File: src/rtl/meso_rx_pkg.sv
package meso_rx_pkg;
  localparam logic SEL_RISE = 1'b0;
  localparam logic SEL_FALL = 1'b1;

  typedef enum logic [1:0] {
    OBS_NONE = 2'd0,
    OBS_RISE = 2'd1,
    OBS_FALL = 2'd2
  } obs_e;
endpackage

File: src/rtl/meso_rx_capture.sv
module meso_rx_capture #(
  parameter int unsigned W = 8
) (
  input  logic         clk_i,
  input  logic         rst_ni,
  input  logic [W-1:0] d_i,
  output logic [W-1:0] rise_o,
  output logic [W-1:0] fall_o
);
  logic [W-1:0] neg_q;

  always_ff @(posedge clk_i or negedge rst_ni) begin
    if (!rst_ni) rise_o <= '0;
    else         rise_o <= d_i;
  end

  always_ff @(negedge clk_i or negedge rst_ni) begin
    if (!rst_ni) neg_q <= '0;
    else         neg_q <= d_i;
  end

  // move falling sample onto the rising edge
  always_ff @(posedge clk_i or negedge rst_ni) begin
    if (!rst_ni) fall_o <= '0;
    else         fall_o <= neg_q;
  end
endmodule

File: src/rtl/meso_rx_observer.sv
module meso_rx_observer
  import meso_rx_pkg::*;
#(
  parameter int unsigned HYST = 16
) (
  input  logic clk_i,
  input  logic rst_ni,
  input  logic tog_rise_i,
  input  logic tog_fall_i,
  output logic sel_o,
  output logic chg_o,
  output logic win_done_o
);
  localparam int unsigned CW = $clog2(HYST + 1);

  logic          tog_prev_q;
  logic          early, late;
  obs_e          obs;
  logic          pref, opp;
  logic [CW-1:0] cnt_q, win_cnt_q;
  logic          sel_q, chg_q, win_q;

  always_ff @(posedge clk_i or negedge rst_ni) begin
    if (!rst_ni) tog_prev_q <= 1'b0;
    else         tog_prev_q <= tog_rise_i;
  end

  // early: edge between previous rise and the fall; late: between fall and this rise
  assign early = tog_fall_i ^ tog_prev_q;
  assign late  = tog_fall_i ^ tog_rise_i;

  always_comb begin
    obs = OBS_NONE;
    if (early && !late)      obs = OBS_FALL;
    else if (late && !early) obs = OBS_RISE;
  end

  assign pref = (obs == OBS_FALL) ? SEL_FALL : SEL_RISE;
  assign opp  = (obs != OBS_NONE) && (pref != sel_q);

  always_ff @(posedge clk_i or negedge rst_ni) begin
    if (!rst_ni) begin
      cnt_q <= '0;
      sel_q <= SEL_RISE;
      chg_q <= 1'b0;
    end else begin
      chg_q <= 1'b0;
      if (!opp) begin
        cnt_q <= '0;
      end else if (cnt_q == CW'(HYST - 1)) begin
        cnt_q <= '0;
        sel_q <= pref;
        chg_q <= 1'b1;
      end else begin
        cnt_q <= cnt_q + 1'b1;
      end
    end
  end

  always_ff @(posedge clk_i or negedge rst_ni) begin
    if (!rst_ni) begin
      win_cnt_q <= '0;
      win_q     <= 1'b0;
    end else if (!win_q && obs != OBS_NONE) begin
      win_cnt_q <= win_cnt_q + 1'b1;
      if (win_cnt_q == CW'(HYST - 1)) win_q <= 1'b1;
    end
  end

  assign sel_o      = sel_q;
  assign chg_o      = chg_q;
  assign win_done_o = win_q;


  sel_hold_chk: assert property (@(posedge clk_i) disable iff (!rst_ni)
    !opp |=> $stable(sel_q));

  cnt_range_chk: assert property (@(posedge clk_i) disable iff (!rst_ni)
    cnt_q < CW'(HYST));

  chg_pulse_chk: assert property (@(posedge clk_i) disable iff (!rst_ni)
    chg_q |=> !chg_q);

  chg_align_chk: assert property (@(posedge clk_i) disable iff (!rst_ni)
    (sel_q != $past(sel_q)) |-> chg_q);

  win_sticky_chk: assert property (@(posedge clk_i) disable iff (!rst_ni)
    win_q |=> win_q);
endmodule

File: src/rtl/meso_rx.sv
module meso_rx
  import meso_rx_pkg::*;
#(
  parameter int unsigned DW   = 8,
  parameter int unsigned HYST = 16
) (
  input  logic          clk_i,
  input  logic          rst_ni,
  input  logic [DW-1:0] tx_data_i,
  input  logic          tx_tog_i,
  output logic [DW-1:0] data_o,
  output logic          valid_o,
  output logic          sel_o,
  output logic          sel_chg_o
);
  logic [DW-1:0] dat_rise, dat_fall, dat_mux;
  logic          tog_rise, tog_fall;
  logic          sel, win_done;

  meso_rx_capture #(.W(DW)) u_cap_data (
    .clk_i (clk_i),
    .rst_ni(rst_ni),
    .d_i   (tx_data_i),
    .rise_o(dat_rise),
    .fall_o(dat_fall)
  );

  meso_rx_capture #(.W(1)) u_cap_tog (
    .clk_i (clk_i),
    .rst_ni(rst_ni),
    .d_i   (tx_tog_i),
    .rise_o(tog_rise),
    .fall_o(tog_fall)
  );

  meso_rx_observer #(.HYST(HYST)) u_obs (
    .clk_i     (clk_i),
    .rst_ni    (rst_ni),
    .tog_rise_i(tog_rise),
    .tog_fall_i(tog_fall),
    .sel_o     (sel),
    .chg_o     (sel_chg_o),
    .win_done_o(win_done)
  );

  assign dat_mux = (sel == SEL_FALL) ? dat_fall : dat_rise;

  always_ff @(posedge clk_i or negedge rst_ni) begin
    if (!rst_ni) begin
      data_o  <= '0;
      valid_o <= 1'b0;
    end else begin
      data_o  <= dat_mux;
      valid_o <= win_done;
    end
  end

  assign sel_o = sel;


  valid_sticky_chk: assert property (@(posedge clk_i) disable iff (!rst_ni)
    valid_o |=> valid_o);

  agree_pass_chk: assert property (@(posedge clk_i) disable iff (!rst_ni)
    (dat_rise == dat_fall) |=> (data_o == $past(dat_rise)));
endmodule

File: config.mk
export PLATFORM = sky130hd
export DESIGN_NAME = meso_rx
export DESIGN_NICKNAME = d
export VERILOG_FILES = /design/src/rtl/meso_rx_pkg.sv /design/src/rtl/meso_rx_capture.sv /design/src/rtl/meso_rx_observer.sv /design/src/rtl/meso_rx.sv
export SDC_FILE = /design/constraint.sdc
export NUM_CORES = 1
export LEC_CHECK = 0
export BUFFER_PORTS_ARGS = -buffer_cell sky130_fd_sc_hd__clkbuf_2
export CELL_PAD_IN_SITES_DETAIL_PLACEMENT = 1
export CELL_PAD_IN_SITES_GLOBAL_PLACEMENT = 1
export CORE_MARGIN = 2
export CORE_UTILIZATION = 49
export DETAILED_ROUTE_END_ITERATION = 8
export PLACE_DENSITY = 0.87
export RECOVER_POWER = 25
export SYNTH_ARGS = -nofsm -noshare
export SYNTH_HDL_FRONTEND = slang
export SYNTH_SLANG_ARGS = --single-unit
File: constraint.sdc
create_clock -name clk_i -period 2.3 [get_ports clk_i]
set_input_delay 0.23 -clock clk_i [delete_from_list [all_inputs] [get_ports clk_i]]
set_output_delay 0.23 -clock clk_i [all_outputs]
set_load 0.05 [all_outputs]
==> flow_summary.toml, run 1 <==
[status]
status = "completed"

[synthesis]
synth_nets = 110
synth_area_um2 = 1610
synth_ff_type = "dfrtp_1"
yosysTopAreaCellShare_pct = 63.6
ys_async_sr_fraction_pct = 100
synth.most_common_cell = "dfrtp_1"
ys_warn_count = 0
yosys-top-cells-count = "dfrtp_1 (41), dfrtn_1 (9), mux2_2 (9), nor2_1 (6)"
synth.distinct_cells = 20
synth-seq-cells = 50
synthTopCellsByArea = "dfrtp_1 (64%), dfrtn_1 (14%), mux2_2 (6.3%), ha_1 (3.1%), xnor2_1 (2.2%)"
netlist_instances = 95
yosys.area.top_type = "dfrtp_1"
post_synth.cell_area_avg_um2 = 17.0
synth_edf_count = 0
synth_seq_area_share_pct = 77.5

[job]
max_cap_violations = 0

[floorplan]
std_cell_rows = 20
initial_utilization_pct = 52.0
core_area_um2 = 3100
die_area_um2 = 3770
fp.dieW_um = 61.4
io_pins = 22
die_y_um = 61.4

[clocking]
numCtsBuffers = 5
clkSinkCount = 50
path_clk_slew_ns = 0.14
htreeDepth = 2
tritoncts = "done"
cts_root_buf = "clkbuf_4"
worstSkewPairLatency_ns = 0.37
post_cts_resized = 0
cts_hold_buf = 10
cts_setup_buffers = 0
cts_buffer_depth = 2

[global_routing]
grt_pass1_vias = 994
grt_max_degree = 25
grt_pass1_wl_um = 4220
grt_usage_pct = 16.8
grt_overflow_total = 0
grt_antenna_before_repair = 0

[drt]
drt-initial-drc-count = 16
ant_nets = 0
drc = 0
wirelength_um = 2570
wl_per_cell_um = 14.2
vias = 860
viasPerCell = 4.75
first_pass_iters = 2

[timing]
drv_slew = 0
relSlewSlack_pct = 63.6
setup_tns_ns = 0
finClkSkew_ns = 0.0221
rsz0062_at_grt = "false"
worst_pin_slew_ns = 0.545
setup_viol = 0
hold_viol_final = 0

[pwr]
p_clk_share_pct = 23.0
leakagePower_nw = 0.913
p_total_mw = 1.67
power_switching_uw = 476
cellPowerDensity_nw_per_um2 = 865
p_int_mw = 1.20
p_comb_share_pct = 15.6
switching_share_pct = 28.5
ir_drop_mv = 0.522
p_seq_share_pct = 61.4

[setup_path]
crit_family = "buffers and inverters"
crit_type = "input pin to flop"
crit_slowest_cell = "dlygate4sd3_1"
worstPathRequired_ns = 1.35
slowest_delay_ns = 0.54
arrival_ns = 0.89
path_depth = 2
cp_cell_sequence = "dlygate4sd3_1 > clkbuf_1"
cp_num_buf_inv = 2
path_max_fanout = 2
ff2ff_path_depth = 4
cp-end-kind = "flop"
cp-start-kind = "input pin"

[final_layout]
drive_above_1_share_pct = 25.5
layout.nets = 151
final_cells = 181
area_growth_syn_to_layout_pct = 19.8
n_antenna_cell = 0

[place]
routabilityCongestion = 0.650
hpwlAfterDp_um = 1850
numPortBuffers = 21
dp_cells = 163

[min_path]
hold_path.class = "input pin to asynchronous set/reset pin"
==> path summary, 6_finish.rpt <==
kind | startpoint | endpoint | slack, ns
worst min register to register | u_cap_tog.rise_o | u_obs.tog_prev_q | 0.42
worst max-delay path | tx_data_i[2] | u_cap_data.neg_q[2] | 0.46
max in group asynchronous | rst_ni | u_cap_tog.neg_q | 0.47
min in group clk_i | u_cap_tog.rise_o | u_obs.tog_prev_q | 0.42
worst max register to register | u_cap_tog.fall_o | u_obs.win_cnt_q[1] | 0.64
worst min-delay path | rst_ni | u_cap_data.rise_o[0] | 0.36
==> layout make-up <==
| class | instances | area (µm²) |
|---|---|---|
| Clock buffer | 6 | 41.3 |
| Clock inverter | 2 | 15.0 |
| Fill cell | 311 | 1170 |
| Inverter | 2 | 7.51 |
| Multi-Input combinational cell | 42 | 344 |
| Sequential cell | 50 | 1250 |
| Tap cell | 44 | 55.1 |
| Timing Repair Buffer | 35 | 220 |
==> registers in the layout (all words and copies together), names as in the netlist <==
register / cells
data_o: 8
u_cap_data.fall_o: 8
u_cap_data.neg_q: 8
u_cap_data.rise_o: 8
u_cap_tog.fall_o: 1
u_cap_tog.neg_q: 1
u_cap_tog.rise_o: 1
u_obs.chg_o: 1
u_obs.cnt_q: 5
u_obs.sel_o: 1
u_obs.tog_prev_q: 1
u_obs.win_cnt_q: 5
u_obs.win_done_o: 1
valid_o: 1
==> cells by family after synthesis <==
kind of cell    Yosys count  synth area share [%]
fa+ha+maj                 4                  3.10
compound gates            2                 0.775
mux                      10                  6.98
buf+inv                   3                  1.16
flops                    50                  77.5
simple gates             18                  5.66
xor+xnor                  8                  4.81
==> per-stage QoR <==
step | worst slack (ns) | hold WS [ns] | util, % | area, µm²
2_1_floorplan | 0.728 | -0.0656 | - | 1610
3_3_place_gp | 0.630 | 0.227 | 57.8 | 1790
3_5_place_dp | 0.584 | 0.247 | 57.8 | 1790
4_1_cts | 0.423 | 0.381 | 62.8 | 1950
5_1_grt | 0.361 | 0.403 | 62.3 | 1930
6_report | 0.458 | 0.363 | 62.3 | 1930
==> cell usage in the layout (no fill, tap or decap), drive strengths merged, types with 2 or more instances in the layout <==
| master | n |
|---|---|
| mux2 | 10 |
| xnor2 | 4 |
| clkinvlp | 2 |
| nand3 | 3 |
| nand2 | 2 |
| and3 | 3 |
| inv | 2 |
| dfrtp | 41 |
| nor2 | 7 |
| dlygate4sd3 | 10 |
| ha | 4 |
| dfrtn | 9 |
| clkbuf | 29 |
| xor2 | 4 |
| buf | 2 |
==> per-layer routing <==
layer	share of wire (%)	routed length (µm)	global-route usage, %
met1	37	937	16.3
met2	57	1460	31.0
met3	3.6	93	4.41
met4	2.9	74	10.9
met5	0	0	0
==> power groups by stage <==
stage / clock, mW / sequential (mW) / combinational, mW
floorplan: 0 / 1.09 / 0.117
global placement: 0 / 1.04 / 0.235
detailed placement: 0 / 1.05 / 0.253
CTS: 0.400 / 1.03 / 0.272
global route: 0.429 / 1.04 / 0.295
finish: 0.385 / 1.03 / 0.260
Power figures use the tool's default switching activity.
==> inputs of run 2 (changes only) <==
--- a/config.mk
+++ b/config.mk
@@ -5,13 +5,14 @@
 export SDC_FILE = /design/constraint.sdc
 export NUM_CORES = 1
 export LEC_CHECK = 0
+export ABC_AREA = 1
 export BUFFER_PORTS_ARGS = -buffer_cell sky130_fd_sc_hd__clkbuf_2
 export CELL_PAD_IN_SITES_DETAIL_PLACEMENT = 1
 export CELL_PAD_IN_SITES_GLOBAL_PLACEMENT = 1
 export CORE_MARGIN = 2
-export CORE_UTILIZATION = 49
+export CORE_UTILIZATION = 45
 export DETAILED_ROUTE_END_ITERATION = 8
-export PLACE_DENSITY = 0.87
+export PLACE_DENSITY = 0.83
 export RECOVER_POWER = 25
 export SYNTH_ARGS = -nofsm -noshare
 export SYNTH_HDL_FRONTEND = slang
==> constraint.sdc (replaced) <==
create_clock -name clk_i -period 1.9 [get_ports clk_i]
set_input_delay 0.19 -clock clk_i [delete_from_list [all_inputs] [get_ports clk_i]]
set_output_delay 0.19 -clock clk_i [all_outputs]
set_load 0.05 [all_outputs]
==> run 2 against run 1 <==
Area after synthesis increased by 3.1%. Worst hold slack lost 0.35 ns. Clock skew down 0.015 ns. First-iteration DRC count is 130% higher. Largest cell class unchanged. Sequential power rose by 20%. Final cell count increased by 10%. Highest routed layer unchanged. Via count up 8.4%. Clock power up 86%. Combinational power increased by 31%. Sequential cell count did not move.
==> flow_summary.toml, run 2 <==
[status]
status = "completed"

[synthesis]
yosysTopAreaCellShare_pct = 61.7
synth_seq_area_share_pct = 75.2
ys_warn_count = 0
ys_async_sr_fraction_pct = 100
synth_ff_type = "dfrtp_1"
synth-seq-cells = 50
synth.distinct_cells = 18
yosys-top-cells-count = "dfrtp_1 (41), nand2_1 (20), dfrtn_1 (9), mux2_2 (8)"
synth_top_family_by_area = "simple AND/OR/NAND/NOR gates"
post_synth.cell_area_avg_um2 = 14.3
synth_mux_area_share_pct = 5.41
netlist_instances = 116
synth_edf_count = 0
yosys.area.top_type = "dfrtp_1"
synth.most_common_cell = "dfrtp_1"
synth_compound_area_share_pct = 0.301
synth_fa_ha_area_share_pct = 3.01
synthTopCellsByArea = "dfrtp_1 (62%), dfrtn_1 (14%), mux2_2 (5.4%), nand2_1 (4.5%), ha_1 (3.0%)"
synth_nets = 131
synthXorXnorAreaFrac_pct = 2.63
synthSimpleGateAreaFrac_pct = 10.8
synth_area_um2 = 1660

[final_layout]
postLayoutCoreUtil_pct = 55.6
final_common_cell = "dfrtp_1"
num-fill-cells = 365
n_antenna_cell = 0
layout.nets = 166
final_area_um2 = 2010
area_growth_syn_to_layout_pct = 20.5
drive_above_1_share_pct = 26.3
layout_common_cells = "dfrtp_1 (41), nand2_1 (20), clkbuf_2 (16)"

[drt]
first_pass_iters = 4
drc = 0
vias = 932
drt-initial-drc-count = 36
wirelength_um = 2800
wl_per_cell_um = 14.0
ant_nets = 0
viasPerCell = 4.66

[min_path]
hold_depth = 1
hold_path.class = "input pin to flop"
hold_end = "u_cap_data.rise_o[2]"
hold_start = "tx_data_i[2]"

[pwr]
p_clk_share_pct = 31.1
power_switching_uw = 609
p_seq_share_pct = 54.1
switching_share_pct = 26.5
p_comb_share_pct = 14.8
cellPowerDensity_nw_per_um2 = 1150
p_int_mw = 1.69
ir_drop_mv = 0.670
leakagePower_nw = 0.957

[job]
max_cap_violations = 0

[clocking]
post_cts_resized = 0
tritoncts = "done"
cts_buffer_depth = 2
worstSkewPairLatency_ns = 0.30
htreeDepth = 2
numCtsBuffers = 5
cts_setup_buffers = 0
clkSinkCount = 50
path_clk_slew_ns = 0.08
cts_root_buf = "clkbuf_8"

[floorplan]
die_y_um = 64.8
fp.dieW_um = 64.8
initial_utilization_pct = 46.1
core_area_um2 = 3610
die_area_um2 = 4200
io_pins = 22
std_cell_rows = 22

[global_routing]
grt_antenna_before_repair = 0
grt_pass1_wl_um = 4970
globalRouteMet1Util_pct = 16.1
grt.busiest_layer = "met2"
grt_overflow_total = 0
grt_pass1_vias = 1102
grt_usage_pct = 16.5
grt_use_met2_pct = 31.7
use_met3_pct = 4.69
grt_max_degree = 37

[setup_path]
regToRegSetupSlack_ns = 0.39
crit_type = "input pin to flop"
crit_slowest_cell = "dlygate4sd3_1"
path_max_fanout = 2
worstPathRequired_ns = 1.10
arrival_ns = 0.84
cp-start-kind = "input pin"
ff2ff_path_depth = 8
worst_r2r_endpoint = "u_obs.sel_o"
timing.rr.start = "u_cap_tog.fall_o"
cp_cell_sequence = "dlygate4sd3_1 > clkbuf_2"
crit_family = "buffers and inverters"
cp_num_buf_inv = 2
slowest_delay_ns = 0.54
cp-end-kind = "flop"

[timing]
relSlewSlack_pct = 64.5
hold_viol_final = 0
rsz0062_at_grt = "false"
drv_slew = 0
timing.hold.ws_ns = 0.00920
finClkSkew_ns = 0.00757
setup_tns_ns = 0
setup_viol = 0
worst_pin_slew_ns = 0.532

[place]
numPortBuffers = 21
hpwlAfterDp_um = 2110
dpl_cell_area_um2 = 1850
routabilityCongestion = 0.677
==> run 2: cell types whose count changed in the layout (fill, tap and decap cells not counted), sizes merged, moves of 2 or more <==
cell,change
and3,-3
clkinvlp,-2
dlygate4sd3,-4
inv,+7
mux2,-2
nand2,+19
nor2,+4
xnor2,-2
==> run 2: area by class of cell <==
class / instances / area, µm² / area share (%)
flip-flops and latches: 50 / 1250 / 62.4
multi-input cells: 56 / 368 / 18.3
repair buffers: 29 / 186 / 9.30
clock buffers: 7 / 76.3 / 3.81
well taps: 48 / 60.1 / 2.99
inverters: 9 / 33.8 / 1.68
clock inverters: 1 / 30.0 / 1.50
==> run 2: worst reg2reg max path, stage by stage, from the launching register on <==
cell and delay [ns]:
dfrtp_1 0.41, xor2_1 0.17, ha_1 0.32, inv_2 0.09
nand2_1 0.09, nor2_4 0.12, nand2_1 0.08, nand2_1 0.07
nand2_1 0.06
==> run 2: power by group through the flow <==
stage	clock [mW]	combinational [mW]	sequential [mW]
CTS	0.733	0.347	1.25
floorplan	0	0.167	1.32
finish	0.715	0.341	1.24
global route	0.777	0.391	1.26
global placement	0	0.312	1.25
detailed placement	0	0.340	1.27
==> run 2: how the worst max path moves through the flow <==
stage / startpoint / end / slack (ns) / depth (start not counted)
after global routing: u_obs.sel_o / sel_o / 0.26 / 1
after detailed placement: u_cap_tog.fall_o / u_obs.sel_o / 0.39 / 8
final: tx_data_i[7] / u_cap_data.neg_q[7] / 0.26 / 2
after floorplan: u_cap_data.neg_q[0] / u_cap_data.fall_o[0] / 0.53 / 0
after global placement: u_cap_tog.fall_o / u_obs.sel_o / 0.50 / 8
after CTS: tx_data_i[5] / u_cap_data.neg_q[5] / 0.28 / 2
==> run 2: timing repair <==
action	in CTS	in global routing
endpoints found under the setup margin	0	0
hold endpoints to repair	42	4
hold buffers	2	4
==> run 2: metal layers <==
metal / vias up / share of wire [%]
li1: 430 / -
met1: 482 / 36
met2: 15 / 59
met3: 5 / 2.8
met4: 0 / 2.0
met5: - / 0
==> run 2: logic make-up after synthesis <==
family	Yosys count
buf+inv	10
flops	50
xor+xnor	5
simple gates	38
mux	8
compound gates	1
fa+ha+maj	4
==> run 2: per-stage QoR <==
stage	setup slack (ns)	power, mW	instances
6_report	0.262	2.30	200
3_5_place_dp	0.388	1.61	186
2_1_floorplan	0.528	1.48	116
5_1_grt	0.255	2.43	200
3_3_place_gp	0.502	1.56	186
4_1_cts	0.285	2.33	196
